--- config.mk ---
export PLATFORM = sky130hd
export DESIGN_NAME = qxip_read_engine
export DESIGN_NICKNAME = d
export VERILOG_FILES = /design/src/rtl/qxip_pkg.sv /design/src/rtl/qxip_sclk_gen.sv /design/src/rtl/qxip_tx_drive.sv /design/src/rtl/qxip_rx_gather.sv /design/src/rtl/qxip_read_engine.sv
export SDC_FILE = /design/constraint.sdc
export NUM_CORES = 1
export LEC_CHECK = 0
export BUFFER_PORTS_ARGS = -buffer_cell sky130_fd_sc_hd__buf_2
export CAP_MARGIN = 20
export CORE_MARGIN = 5
export CORE_UTILIZATION = 54
export DETAILED_ROUTE_END_ITERATION = 12
export GPL_ROUTABILITY_DRIVEN = 1
export HOLD_SLACK_MARGIN = 0.06
export PLACE_DENSITY_LB_ADDON = 0.2
export SYNTH_ARGS = -nofsm -noshare
export SYNTH_HDL_FRONTEND = slang
export SYNTH_HIERARCHICAL = 1
export SYNTH_SLANG_ARGS = --single-unit
--- constraint.sdc ---
create_clock -name clk -period 2.7 [get_ports clk]
set_input_delay 0.54 -clock clk [delete_from_list [all_inputs] [get_ports clk]]
set_output_delay 0.54 -clock clk [all_outputs]
set_load 0.01 [all_outputs]
--- src/rtl/qxip_pkg.sv ---
package qxip_pkg;

  localparam int unsigned OPC_CLKS = 8;
  localparam logic [7:0]  OPC_QUAD_READ = 8'hEB;
  localparam logic [7:0]  MODE_CONTINUE = 8'hA0;

  typedef enum logic [1:0] {
    ST_WAIT = 2'd0,
    ST_XFER = 2'd1,
    ST_RESP = 2'd2,
    ST_IDLE = 2'd3
  } eng_state_t;

endpackage

--- src/rtl/qxip_sclk_gen.sv ---
module qxip_sclk_gen #(
  parameter int unsigned CLK_DIV = 2
) (
  input  logic clk,
  input  logic rst_n,
  input  logic run_i,
  output logic sclk_o,
  output logic rise_o,
  output logic fall_o
);
  localparam int unsigned HALF  = CLK_DIV / 2;
  localparam int unsigned CNT_W = (CLK_DIV > 2) ? $clog2(CLK_DIV) : 1;
  localparam logic [CNT_W-1:0] CNT_HALF = CNT_W'(HALF - 1);
  localparam logic [CNT_W-1:0] CNT_LAST = CNT_W'(CLK_DIV - 1);

  logic [CNT_W-1:0] cnt_q;
  logic             sclk_q;

  assign rise_o = run_i && (cnt_q == CNT_HALF);
  assign fall_o = run_i && (cnt_q == CNT_LAST);
  assign sclk_o = sclk_q;

  always_ff @(posedge clk or negedge rst_n) begin
    if (!rst_n) begin
      cnt_q  <= '0;
      sclk_q <= 1'b0;
    end else if (!run_i) begin
      cnt_q  <= '0;
      sclk_q <= 1'b0;
    end else begin
      if (fall_o) begin
        cnt_q  <= '0;
        sclk_q <= 1'b0;
      end else begin
        cnt_q <= cnt_q + 1'b1;
        if (rise_o) sclk_q <= 1'b1;
      end
    end
  end

  assert_rise_high_R10: assert property (@(posedge clk) disable iff (!rst_n)
    rise_o && !fall_o |=> sclk_o);
  assert_fall_low_R10: assert property (@(posedge clk) disable iff (!rst_n)
    fall_o |=> !sclk_o);

endmodule

--- src/rtl/qxip_tx_drive.sv ---
module qxip_tx_drive
  import qxip_pkg::*;
#(
  parameter int unsigned ADDR_W = 24,
  parameter int unsigned IDX_W  = 5
) (
  input  logic              active_i,
  input  logic              with_opc_i,
  input  logic [IDX_W-1:0]  idx_i,
  input  logic [ADDR_W-1:0] addr_i,
  output logic [3:0]        io_o,
  output logic [3:0]        oe_o
);
  localparam int unsigned AM_W    = ADDR_W + 8;
  localparam int unsigned AM_CLKS = AM_W / 4;
  localparam logic [IDX_W-1:0] OPC_END = IDX_W'(OPC_CLKS);
  localparam logic [IDX_W-1:0] AM_END  = IDX_W'(AM_CLKS);

  logic [AM_W-1:0]  am_word;
  logic [AM_W-1:0]  am_shift;
  logic [IDX_W-1:0] am_idx;
  logic [2:0]       opc_bit;

  assign am_word  = {addr_i, MODE_CONTINUE};
  assign am_idx   = with_opc_i ? (idx_i - OPC_END) : idx_i;
  assign am_shift = am_word << {am_idx, 2'b00};
  assign opc_bit  = 3'd7 - idx_i[2:0];

  always_comb begin
    io_o = 4'h0;
    oe_o = 4'h0;
    if (active_i) begin
      if (with_opc_i && (idx_i < OPC_END)) begin
        oe_o    = 4'b0001;
        io_o[0] = OPC_QUAD_READ[opc_bit];
      end else if (am_idx < AM_END) begin
        oe_o = 4'b1111;
        io_o = am_shift[AM_W-1 -: 4];
      end
    end
  end

endmodule

--- src/rtl/qxip_rx_gather.sv ---
module qxip_rx_gather #(
  parameter int unsigned DATA_W     = 32,
  parameter int unsigned SAMPLE_DLY = 1,
  parameter int unsigned NIB_W      = 3
) (
  input  logic              clk,
  input  logic              rst_n,
  input  logic              take_i,
  input  logic [NIB_W-1:0]  nib_i,
  input  logic [3:0]        io_i,
  output logic [DATA_W-1:0] word_o
);
  logic             take_d;
  logic [NIB_W-1:0] nib_d;
  logic [NIB_W+1:0] pos;
  logic [DATA_W-1:0] word_q;

  generate
    if (SAMPLE_DLY == 0) begin : g_direct
      assign take_d = take_i;
      assign nib_d  = nib_i;
    end else begin : g_pipe
      logic             tp [SAMPLE_DLY];
      logic [NIB_W-1:0] np [SAMPLE_DLY];
      always_ff @(posedge clk or negedge rst_n) begin
        if (!rst_n) begin
          for (int i = 0; i < SAMPLE_DLY; i++) begin
            tp[i] <= 1'b0;
            np[i] <= '0;
          end
        end else begin
          tp[0] <= take_i;
          np[0] <= nib_i;
          for (int i = 1; i < SAMPLE_DLY; i++) begin
            tp[i] <= tp[i-1];
            np[i] <= np[i-1];
          end
        end
      end
      assign take_d = tp[SAMPLE_DLY-1];
      assign nib_d  = np[SAMPLE_DLY-1];
    end
  endgenerate

  // byte = nibble/2, high nibble when the nibble index is even
  assign pos = {nib_d[NIB_W-1:1], ~nib_d[0], 2'b00};

  always_ff @(posedge clk or negedge rst_n) begin
    if (!rst_n) word_q <= '0;
    else if (take_d) word_q[pos +: 4] <= io_i;
  end

  assign word_o = word_q;

endmodule

--- src/rtl/qxip_read_engine.sv ---
module qxip_read_engine
  import qxip_pkg::*;
#(
  parameter int unsigned CLK_DIV    = 2,
  parameter int unsigned SAMPLE_DLY = 1,
  parameter int unsigned ADDR_W     = 24,
  parameter int unsigned DATA_W     = 32,
  parameter int unsigned DUMMY_CLKS = 4
) (
  input  logic              clk,
  input  logic              rst_n,
  input  logic              setup_done_i,
  input  logic              req_valid_i,
  output logic              req_ready_o,
  input  logic [ADDR_W-1:0] req_addr_i,
  output logic              rsp_valid_o,
  input  logic              rsp_ready_i,
  output logic [DATA_W-1:0] rsp_data_o,
  output logic              sclk_o,
  output logic              csn_o,
  output logic [3:0]        io_o,
  output logic [3:0]        io_oe_o,
  input  logic [3:0]        io_i
);
  localparam int unsigned AM_CLKS   = (ADDR_W + 8) / 4;
  localparam int unsigned DATA_CLKS = DATA_W / 4;
  localparam int unsigned DS_PLAIN  = AM_CLKS + DUMMY_CLKS;
  localparam int unsigned DS_OPC    = OPC_CLKS + DS_PLAIN;
  localparam int unsigned TOT_OPC   = DS_OPC + DATA_CLKS;
  localparam int unsigned IDX_W     = $clog2(TOT_OPC);
  localparam int unsigned NIB_W     = $clog2(DATA_CLKS);
  localparam logic [IDX_W-1:0] LAST_PLAIN = IDX_W'(DS_PLAIN + DATA_CLKS - 1);
  localparam logic [IDX_W-1:0] LAST_OPC   = IDX_W'(TOT_OPC - 1);
  localparam logic [IDX_W-1:0] DSI_PLAIN  = IDX_W'(DS_PLAIN);
  localparam logic [IDX_W-1:0] DSI_OPC    = IDX_W'(DS_OPC);

  eng_state_t        state_q;
  logic              csn_q;
  logic              with_opc_q;
  logic [IDX_W-1:0]  idx_q;
  logic [ADDR_W-1:0] addr_q;
  logic              run, rise, fall;
  logic [IDX_W-1:0]  data_start, last_idx, nib_full;
  logic              take;
  logic [NIB_W-1:0]  nib;

  assign run        = (state_q == ST_XFER);
  assign data_start = with_opc_q ? DSI_OPC : DSI_PLAIN;
  assign last_idx   = with_opc_q ? LAST_OPC : LAST_PLAIN;
  assign nib_full   = idx_q - data_start;
  assign nib        = nib_full[NIB_W-1:0];
  assign take       = rise && (idx_q >= data_start);

  always_ff @(posedge clk or negedge rst_n) begin
    if (!rst_n) begin
      state_q    <= ST_WAIT;
      csn_q      <= 1'b1;
      with_opc_q <= 1'b0;
      idx_q      <= '0;
      addr_q     <= '0;
    end else begin
      case (state_q)
        ST_WAIT: if (setup_done_i) begin
          state_q    <= ST_XFER;
          csn_q      <= 1'b0;
          with_opc_q <= 1'b1;
          idx_q      <= '0;
          addr_q     <= '0;
        end
        ST_IDLE: if (req_valid_i) begin
          state_q    <= ST_XFER;
          csn_q      <= 1'b0;
          with_opc_q <= 1'b0;
          idx_q      <= '0;
          addr_q     <= req_addr_i;
        end
        ST_XFER: if (fall) begin
          if (idx_q == last_idx) begin
            csn_q   <= 1'b1;
            idx_q   <= '0;
            state_q <= with_opc_q ? ST_IDLE : ST_RESP;
          end else begin
            idx_q <= idx_q + 1'b1;
          end
        end
        ST_RESP: if (rsp_ready_i) state_q <= ST_IDLE;
        default: state_q <= ST_WAIT;
      endcase
    end
  end

  qxip_sclk_gen #(.CLK_DIV(CLK_DIV)) u_sclk (
    .clk    (clk),
    .rst_n  (rst_n),
    .run_i  (run),
    .sclk_o (sclk_o),
    .rise_o (rise),
    .fall_o (fall)
  );

  qxip_tx_drive #(.ADDR_W(ADDR_W), .IDX_W(IDX_W)) u_tx (
    .active_i   (run),
    .with_opc_i (with_opc_q),
    .idx_i      (idx_q),
    .addr_i     (addr_q),
    .io_o       (io_o),
    .oe_o       (io_oe_o)
  );

  qxip_rx_gather #(.DATA_W(DATA_W), .SAMPLE_DLY(SAMPLE_DLY), .NIB_W(NIB_W)) u_rx (
    .clk    (clk),
    .rst_n  (rst_n),
    .take_i (take),
    .nib_i  (nib),
    .io_i   (io_i),
    .word_o (rsp_data_o)
  );

  assign csn_o       = csn_q;
  assign req_ready_o = (state_q == ST_IDLE);
  assign rsp_valid_o = (state_q == ST_RESP);

  assert_wait_quiet_R2: assert property (@(posedge clk) disable iff (!rst_n)
    (state_q == ST_WAIT) |-> (csn_o && !req_ready_o && !rsp_valid_o));
  assert_ready_deselected_R9: assert property (@(posedge clk) disable iff (!rst_n)
    req_ready_o |-> csn_o);
  assert_rsp_hold_R9: assert property (@(posedge clk) disable iff (!rst_n)
    rsp_valid_o && !rsp_ready_i |=> rsp_valid_o && $stable(rsp_data_o) && csn_o);
  assert_sclk_idle_R10: assert property (@(posedge clk) disable iff (!rst_n)
    csn_o |-> !sclk_o);
  assert_released_R6: assert property (@(posedge clk) disable iff (!rst_n)
    csn_o |-> (io_oe_o == 4'h0));
  assert_cs_gap_R10: assert property (@(posedge clk) disable iff (!rst_n)
    $rose(csn_o) |=> csn_o);

endmodule

==> results.json <==
{
  "status": "finished, final reports clean",
  "worst_pin_slew_ps": 704,
  "routedWlPerCell_um": 15.9,
  "pre_cts_ws_ps": 435,
  "rsz0062_at_grt": "false",
  "synthesis.nets": 322,
  "avgSynthCellArea_um2": 12.6,
  "clock_skew_ps": 4.89,
  "grt_first_pass_wirelength_um": 12000,
  "die_area_um2": 8160,
  "drc_errors": 0,
  "synth_top_area_cell": "dfrtp_1",
  "antennaDiodeCount": 0,
  "slowest_stage": "dfrtp_1",
  "report.final.slew_viol_count": 0,
  "die_w_um": 90.3,
  "fin_util_pct": 65.9,
  "synth_area_leaders": "dfrtp_1, mux2_2, a22o_1, ha_1, mux2i_1",
  "ys_seq_area_share_pct": 51.0,
  "synth-seq-cells": 71,
  "netlist.area_leader.share_pct": 50.3,
  "hp-class": "input pin to asynchronous set/reset pin",
  "peakVddDrop_uv": 583,
  "stdcell_count": 435,
  "cts-root-buf": "clkbuf_8",
  "tns_ps": 0,
  "crit_chain": "inv_1 > ha_1 > nand4b_1 > a21o_1 > a2111oi_2 > buf_2",
  "dpl.hpwl_um": 4980,
  "p_per_area_nw_per_um2": 1060,
  "hold_violations": 0,
  "start_util_pct": 55.2,
  "max_freq_ghz": 0.388,
  "synth_edf_count": 0,
  "gp_congestion": 0.819,
  "drive_gt1_share_pct": 41.9,
  "drt-pass1-iter-count": 4,
  "antenna_found_initial": 0,
  "period_share_pct": 95.5,
  "most-common-layout-cells": "buf_2, dfrtp_1, mux2_2, a22o_1, inv_1",
  "critPathLaunchType": "flop",
  "port_buffers": 76,
  "worst_slack_ps": 120,
  "arrival_ps": 2040,
  "crit_required_ps": 2160,
  "fillers": 510,
  "yosys_warnings": 6,
  "slowest_delay_ps": 490,
  "synthArstFlopShare_pct": 100,
  "final_common_cell": "buf_2",
  "numCtsBuffers": 9,
  "syn_area_um2": 3480,
  "ctsHoldBuffers": 0,
  "wirelength_um": 6930,
  "core_area_um2": 6310,
  "grt_pass1_vias": 2561,
  "clk_pin_slew_ps": 80,
  "leakage_nw": 2.09,
  "grt_usage_pct": 17.9,
  "final_nets": 399,
  "reg2reg_depth": 6,
  "setup_viol_count_final": 0,
  "period_minus_slack_ps": 2580,
  "synth_cell_types": 63,
  "cp_top_family": "compound AO/OA/AOI/OAI gates",
  "regArea_um2": 1780,
  "ant_nets": 0,
  "cap_violations": 0,
  "io_pins": 77,
  "overflow": 0,
  "cts_num_sinks": 71,
  "endpoint_kind": "primary output",
  "worstSetupPathType": "flop to primary output",
  "ys.flop_type": "dfrtp_1",
  "cts_tree": "done",
  "grt_max_degree": 42,
  "die_h_um": 90.3,
  "multiInputGateArea_um2": 1550,
  "synth_cells": 276,
  "syn_to_final_growth_pct": 19.5,
  "path_max_fanout": 9,
  "place_inst": 419,
  "drt_iter0_drc": 97,
  "clock_path_buffers": 2,
  "vias": 2422,
  "clk-insertion-delay-late_ps": 340,
  "max_slew_margin_pct": 53.1,
  "via_per_inst": 5.57,
  "fp-row-count": 29,
  "crit_buf_inv": 2,
  "cp.depth": 6,
  "htreeDepth": 3
}
## timing repair
item                                   4_1_cts  5_1_grt
gates resized for setup                      0        2
setup buffers                                0        0
endpoints found under the hold margin        0        0
setup endpoints to repair                    0        3
## power breakdown
part	switching [mW]	internal [mW]
sequential	0.272	1.38
clock	0.432	0.628
combinational	0.857	0.819
total	1.56	2.83
## layer usage
layer  track usage (%)  up-vias  wire, um
met1              22.7     1181      3080
met5                 0        -         0
met2              29.1       70      3280
li1                  -     1157         -
met3              4.50       14       426
met4              7.69        0       145
## through the flow
stage	area [um2]	total power [mW]	hold slack (ps)
final	4160	4.39	235
after CTS	4160	4.44	250
after detailed placement	3910	3.37	478
after global placement	3910	3.32	477
after global routing	4160	4.71	286
after floorplan	3480	2.89	244
## registers in the layout, indices dropped and copies added, names as in the netlist, 2 cells and up
signal          cells
addr_q             24
state_q             2
u_rx/g_pipe.np      3
idx_q               5
u_rx/word_o        32
## synth_stat cells (4+ instances only)
master,instances
mux2i_1,11
ha_1,13
clkbuf_1,4
mux2_4,4
mux2_2,26
nand2_1,8
inv_1,18
buf_2,4
nand3_1,5
nand2b_1,5
a21oi_1,6
nor2b_1,5
dfrtp_1,70
nor2_1,12
a22o_1,25
## path summary, 6_finish.rpt
| path | from | end | slack [ps] |
|---|---|---|---|
| min in group clk | req_addr_i[3] | addr_q[3] | 420 |
| min | rst_n | u_rx/word_o[5] | 240 |
| max reg2reg | u_rx/g_pipe.np[0] | u_rx/word_o[2] | 430 |
| min reg2reg | addr_q[6] | addr_q[6] | 500 |
| max in group asynchronous | rst_n | csn_o | 1750 |
| max | idx_q[3] | io_o[2] | 120 |
## kinds of logic (layout without fill, tap and decap cells)
family                     Yosys count  count (layout)  share of synthesized area [%]
muxes                               43              43                           14.6
DFF                                 71              71                           51.0
buffers and inverters               32             114                           4.70
AOI/OAI and AO/OA                   53              53                           12.4
adders and majority gates           13              13                           4.67
xor gates and xnor gates             1               1                          0.251
and+or+nand+nor                     63              63                           12.4
## final cells by class
| class | instances | share of cell area (%) |
|---|---|---|
| flip-flops and latches | 71 | 42.7 |
| multi-input cells | 173 | 37.1 |
| inverters | 18 | 1.62 |
| clock inverters | 7 | 3.07 |
| repair buffers | 80 | 10.2 |
| well taps | 77 | 2.31 |
| clock buffers | 9 | 2.98 |
(Power assumes the default switching activity.)
